===== src/rtl/shaper_pkg.sv =====
package shaper_pkg;
  // saturate an extended-width fixed-point value into [lo, hi]
  function automatic logic signed [63:0] clip64(input logic signed [63:0] v,
                                                input logic signed [63:0] lo,
                                                input logic signed [63:0] hi);
    if (v > hi) return hi;
    if (v < lo) return lo;
    return v;
  endfunction
endpackage


===== src/rtl/shaper_charge.sv =====
module shaper_charge #(
  parameter int LEN_W  = 14,
  parameter int FRAC_W = 8,
  parameter int EXT_W  = 30
) (
  input  logic                    pkt_valid_i,
  input  logic [LEN_W-1:0]        pkt_len_i,
  output logic signed [EXT_W-1:0] charge_o
);
  localparam int PAD_W = EXT_W - LEN_W - FRAC_W;

  // transit or added: same charge, source is not an input here
  always_comb begin
    charge_o = '0;
    if (pkt_valid_i) charge_o = $signed({{PAD_W{1'b0}}, pkt_len_i, {FRAC_W{1'b0}}});
  end
endmodule


===== src/rtl/shaper_credit_acc.sv =====
module shaper_credit_acc
  import shaper_pkg::*;
#(
  parameter int CREDIT_W   = 20,
  parameter int FRAC_W     = 8,
  parameter int RATE_W     = 16,
  parameter int EXT_W      = 30,
  parameter int MAX_CREDIT = 2000
) (
  input  logic                       clk_i,
  input  logic                       rst_ni,
  input  logic [RATE_W-1:0]          rate_i,
  input  logic signed [EXT_W-1:0]    charge_i,
  output logic signed [CREDIT_W-1:0] credit_o
);
  localparam int ACC_W = CREDIT_W + FRAC_W;
  localparam logic signed [EXT_W-1:0] MAX_FX = $signed(EXT_W'(MAX_CREDIT)) <<< FRAC_W;
  localparam logic signed [EXT_W-1:0] MIN_FX =
    $signed({{(EXT_W-ACC_W+1){1'b1}}, {(ACC_W-1){1'b0}}});
  localparam logic signed [ACC_W-1:0] RST_FX = ACC_W'(MAX_FX);

  logic signed [ACC_W-1:0] acc_q;
  logic signed [EXT_W-1:0] sum;
  logic signed [EXT_W-1:0] acc_nxt;

  always_comb begin
    sum     = EXT_W'(acc_q) + $signed({{(EXT_W-RATE_W){1'b0}}, rate_i}) - charge_i;
    acc_nxt = EXT_W'(clip64(64'(sum), 64'(MIN_FX), 64'(MAX_FX)));
  end

  always_ff @(posedge clk_i or negedge rst_ni) begin
    if (!rst_ni) acc_q <= RST_FX;
    else         acc_q <= ACC_W'(acc_nxt);
  end

  // floor to whole bytes
  assign credit_o = acc_q[ACC_W-1:FRAC_W];

  AST_CEILING: assert property (@(posedge clk_i) disable iff (!rst_ni)
    credit_o <= CREDIT_W'(MAX_CREDIT));
  AST_IDLE_NO_LOSS: assert property (@(posedge clk_i) disable iff (!rst_ni)
    (charge_i == '0) |=> (credit_o >= $past(credit_o)));
  AST_EXACT_CHARGE: assert property (@(posedge clk_i) disable iff (!rst_ni)
    ((rate_i == '0) && (charge_i != '0) && (EXT_W'(acc_q) - charge_i > MIN_FX))
    |=> (EXT_W'(credit_o) == EXT_W'($past(credit_o)) - ($past(charge_i) >>> FRAC_W)));
endmodule


===== src/rtl/shaper_add_gate.sv =====
module shaper_add_gate #(
  parameter int CREDIT_W = 20
) (
  input  logic                       clk_i,
  input  logic                       rst_ni,
  input  logic signed [CREDIT_W-1:0] credit_i,
  input  logic signed [CREDIT_W-1:0] lo_limit_i,
  output logic                       add_en_o
);
  logic en_q;

  always_ff @(posedge clk_i or negedge rst_ni) begin
    if (!rst_ni) en_q <= 1'b1;
    else         en_q <= (credit_i >= lo_limit_i);
  end

  assign add_en_o = en_q;

  AST_STOP_CAUSE: assert property (@(posedge clk_i) disable iff (!rst_ni)
    $fell(add_en_o) |-> ($past(credit_i) < $past(lo_limit_i)));
  AST_RESUME_CAUSE: assert property (@(posedge clk_i) disable iff (!rst_ni)
    $rose(add_en_o) |-> ($past(credit_i) >= $past(lo_limit_i)));
endmodule


===== src/rtl/add_credit_shaper.sv =====
module add_credit_shaper #(
  parameter int CREDIT_W   = 20,
  parameter int FRAC_W     = 8,
  parameter int RATE_W     = 16,
  parameter int LEN_W      = 14,
  parameter int MAX_CREDIT = 2000
) (
  input  logic                       clk_i,
  input  logic                       rst_ni,
  input  logic [RATE_W-1:0]          rate_i,
  input  logic                       pkt_valid_i,
  input  logic [LEN_W-1:0]           pkt_len_i,
  input  logic                       pkt_transit_i,
  input  logic signed [CREDIT_W-1:0] lo_limit_i,
  output logic                       add_en_o,
  output logic signed [CREDIT_W-1:0] credit_o
);
  localparam int ACC_W = CREDIT_W + FRAC_W;
  localparam int EXT_W = ACC_W + 2;

  logic signed [EXT_W-1:0] charge;
  logic                    unused_src;

  assign unused_src = pkt_transit_i; // source does not alter the charge

  shaper_charge #(.LEN_W(LEN_W), .FRAC_W(FRAC_W), .EXT_W(EXT_W)) u_charge (
    .pkt_valid_i(pkt_valid_i),
    .pkt_len_i  (pkt_len_i),
    .charge_o   (charge)
  );

  shaper_credit_acc #(
    .CREDIT_W(CREDIT_W), .FRAC_W(FRAC_W), .RATE_W(RATE_W),
    .EXT_W(EXT_W), .MAX_CREDIT(MAX_CREDIT)
  ) u_acc (
    .clk_i   (clk_i),
    .rst_ni  (rst_ni),
    .rate_i  (rate_i),
    .charge_i(charge),
    .credit_o(credit_o)
  );

  shaper_add_gate #(.CREDIT_W(CREDIT_W)) u_gate (
    .clk_i     (clk_i),
    .rst_ni    (rst_ni),
    .credit_i  (credit_o),
    .lo_limit_i(lo_limit_i),
    .add_en_o  (add_en_o)
  );
endmodule


===== config.mk =====
export PLATFORM = sky130hd
export DESIGN_NAME = add_credit_shaper
export DESIGN_NICKNAME = d
export VERILOG_FILES = /design/src/rtl/shaper_pkg.sv /design/src/rtl/shaper_charge.sv /design/src/rtl/shaper_credit_acc.sv /design/src/rtl/shaper_add_gate.sv /design/src/rtl/add_credit_shaper.sv
export SDC_FILE = /design/constraint.sdc
export NUM_CORES = 1
export LEC_CHECK = 0
export BUFFER_PORTS_ARGS = -buffer_cell sky130_fd_sc_hd__buf_2
export CORE_MARGIN = 10
export CORE_UTILIZATION = 32
export CTS_BUF_LIST = sky130_fd_sc_hd__clkbuf_4 sky130_fd_sc_hd__clkbuf_8 sky130_fd_sc_hd__clkbuf_16
export DETAILED_ROUTE_END_ITERATION = 6
export GPL_ROUTABILITY_DRIVEN = 0
export HOLD_SLACK_MARGIN = 0.06
export SLEW_MARGIN = 25
export SYNTH_ARGS = -nofsm -noshare
export SYNTH_HDL_FRONTEND = slang
export SYNTH_SLANG_ARGS = --single-unit

===== constraint.sdc =====
create_clock -name clk_i -period 3.8 [get_ports clk_i]
set_input_delay 0.76 -clock clk_i [delete_from_list [all_inputs] [get_ports clk_i]]
set_output_delay 0.76 -clock clk_i [all_outputs]
set_load 0.02 [all_outputs]

==> impl_metrics.tcl <==
set metrics [dict create \
    status "finished, final reports clean" \
    max_slew_margin 0.510 \
    postSynthCellCount 563 \
    ys.warnings.count 0 \
    drv_cap 0 \
    worstSetupStartpoint "pkt_valid_i" \
    drt-total-wl_mm 13.2 \
    numCtsBuffers 5 \
    fin_crit_sh 0.999 \
    seq_area_um2 734 \
    drive_gt1_frac 0.382 \
    ctsHtreeMaxLevel 2 \
    critPathCaptureType "register" \
    ir_worst_vdd_v 0.000447 \
    drt_iter0_drc 155 \
    first_pass_iters 4 \
    area_delta_synth_final_pct 37.8 \
    synthesis.nets 686 \
    setup_viol_count_final 0 \
    ys_types 77 \
    clock-sinks 29 \
    critPathLaunchType "input pin" \
    die_x_um 137 \
    via_per_inst 4.93 \
    ys_async_sr_fraction 1.00 \
    rows 42 \
    drtAntennaViolNets 0 \
    drc 0 \
    clockBufferDepth 2 \
    cts_tree "yes" \
    port_buffers 73 \
    path_max_fanout 15 \
    grt_pass1_vias 4534 \
    wl_per_cell_um 14.7 \
    rsz0062_at_grt "yes" \
    fmax_mhz 263 \
    clock_skew_ns 0.00839 \
    grt_pass1_wl_mm 21.8 \
    hpwl_mm 10.7 \
    synth-simple-area-share 0.224 \
    track_usage 0.140 \
    grt_max_degree 30 \
    p_per_area_nw_per_um2 1050 \
    final_hold_viol_count 0 \
    finalCriticalPeriod_ns 3.80 \
    path_clk_slew_ns 0.06 \
    synth_fa_ha_area_frac 0.211 \
    core-area_um2 13300 \
    drv_slew 0 \
    synth_top_family_by_area "simple AND/OR/NAND/NOR gates" \
    synthFlopType "dfrtp_1" \
    fin_nets 842 \
    die_h_um 137 \
    io_pins 75 \
    worstPathArrival_ns 4.00 \
    synth_compound_area_frac 0.218 \
    clockRootBuffer "clkbuf_16" \
    synth_xor_area_frac 0.0281 \
    worstMarginPinSlew_ns 0.736 \
    grt-ovfl-total 0 \
    fin_hold_ws_ns 0.545 \
    num_antenna_cells 0 \
    path_class "input pin to register" \
    dieArea_um2 18700 \
    netlist_area_um2 4370 \
    synthMuxAreaShare 0.00974 \
    vias 4420 \
    n_fill_cell 1319 \
    r2r_start "u_acc.acc_q[12]$_DFF_PN1_" \
    yosysSeqAreaShare 0.168 \
    postSynthAreaPerCell_um2 7.76 \
    initial_core_util 0.329 \
    p_leak_nw 3.05 \
    fin_tns_setup_ns 0 \
    min_path_type "input pin to async pin" \
    antenna_found_initial 0 \
    final_cells 896 \
    ys_ff_latch 29 \
    cp_data_required_time_ns 4.00 \
    synth_edf_count 0 \
    insertion_delay_ns 0.28 \
    placedCellCount 877 \
    multi_input_area_um2 3300 \
]
[per-layer routing]
metal,share of wire,global-route usage,up-vias
met3,0.044,0.0224,4
met1,0.45,0.177,2090
met2,0.50,0.246,78
met5,0,0,-
li1,-,-,2248
met4,0.0046,0.0263,0
[through the flow]
| stage | utilization | instance area, µm² | total power, mW | setup WS (ns) |
|---|---|---|---|---|
| after floorplan | - | 4420 | 3.55 | -0.157 |
| after global placement | 0.413 | 5490 | 5.25 | -0.482 |
| after detailed placement | 0.413 | 5490 | 5.34 | -0.559 |
| after CTS | 0.441 | 5860 | 6.08 | -0.0458 |
| after global routing | 0.453 | 6020 | 6.89 | -0.124 |
| final | 0.453 | 6020 | 6.35 | 0.00492 |
[report_power, final]
group,total [mW],switching [mW],internal (mW)
combinational,5.40,2.79,2.60
clock,0.397,0.156,0.240
sequential,0.553,0.0768,0.476
total,6.35,3.03,3.32
[sequential cells by signal (all words and copies together) (netlist names)]
name / flops
u_acc.acc_q: 28
u_gate.add_en_o: 1
[cell usage in the layout (no fill, tap or decap), drive strengths merged, types with 13 or more instances in the layout]
master  synthesis  final
a21oi          33     33
buf            34    185
dfrtp          22     22
ha             61     61
inv            94     94
nand2          36     36
nand4          17     17
nor2           38     38
nor2b          13     13
nor3           18     18
o21ai          36     36
[worst max-delay path, stage by stage]
cell and delay [ns]:
buf_16 0.11, and2_4 0.15, fa_1 0.52, inv_2 0.05, ha_4 0.27, a21oi_2 0.16, a21boi_1 0.10, or3_4 0.41
o21ai_4 0.18, a211oi_2 0.10, or4b_4 0.53, o41ai_4 0.23, nand3_2 0.13, buf_12 0.18, nor2b_1 0.12
[repair_timing]
action | in CTS | in global routing
resized for setup | 38 | 25
hold buffers | 0 | 0
gates cloned | 1 | 0
endpoints found under the setup margin | 21 | 21
pin swaps | 8 | 9
buffers inserted | 6 | 4
[area by class of cell]
cell class | count | share of cell area
multi-input cells | 404 | 0.549
inverters | 94 | 0.0586
clock inverters | 3 | 0.00291
flip-flops and latches | 29 | 0.122
well taps | 176 | 0.0366
clock buffers | 5 | 0.0208
repair buffers | 185 | 0.211
[logic make-up after synthesis]
| group | after synthesis |
|---|---|
| xor+xnor | 14 |
| simple gates | 178 |
| flops | 29 |
| fa+ha+maj | 69 |
| buf+inv | 130 |
| mux | 4 |
| compound gates | 139 |
[final timing paths]
path | to | slack (ns) | cells after the start
setup / recovery | u_acc.acc_q[20]$_DFF_PN0_ | 0.005 | 15
hold / removal | u_acc.acc_q[26]$_DFF_PN0_ | 0.55 | 1
max in group asynchronous | u_acc.acc_q[13]$_DFF_PN0_ | 2.79 | 1
setup reg to reg | u_acc.acc_q[20]$_DFF_PN0_ | 0.21 | 14
hold reg to reg | u_acc.acc_q[0]$_DFF_PN0_ | 0.62 | 2
min in group clk_i | u_acc.acc_q[0]$_DFF_PN0_ | 0.62 | 2
[cell usage after synthesis (all sizes together), types with 9 or more instances]
master,instances,area share
inv,94,0.081
dfrtp,22,0.13
nor3,18,0.021
and2,11,0.016
a211oi,10,0.018
ha,61,0.17
nor2,38,0.038
a21o,9,0.015
nand3,10,0.013
a21oi,33,0.040
buf,34,0.059
nor2b,13,0.019
nand4,17,0.024
o21ai,36,0.043
nand2,36,0.031
(Power assumes the default switching activity.)
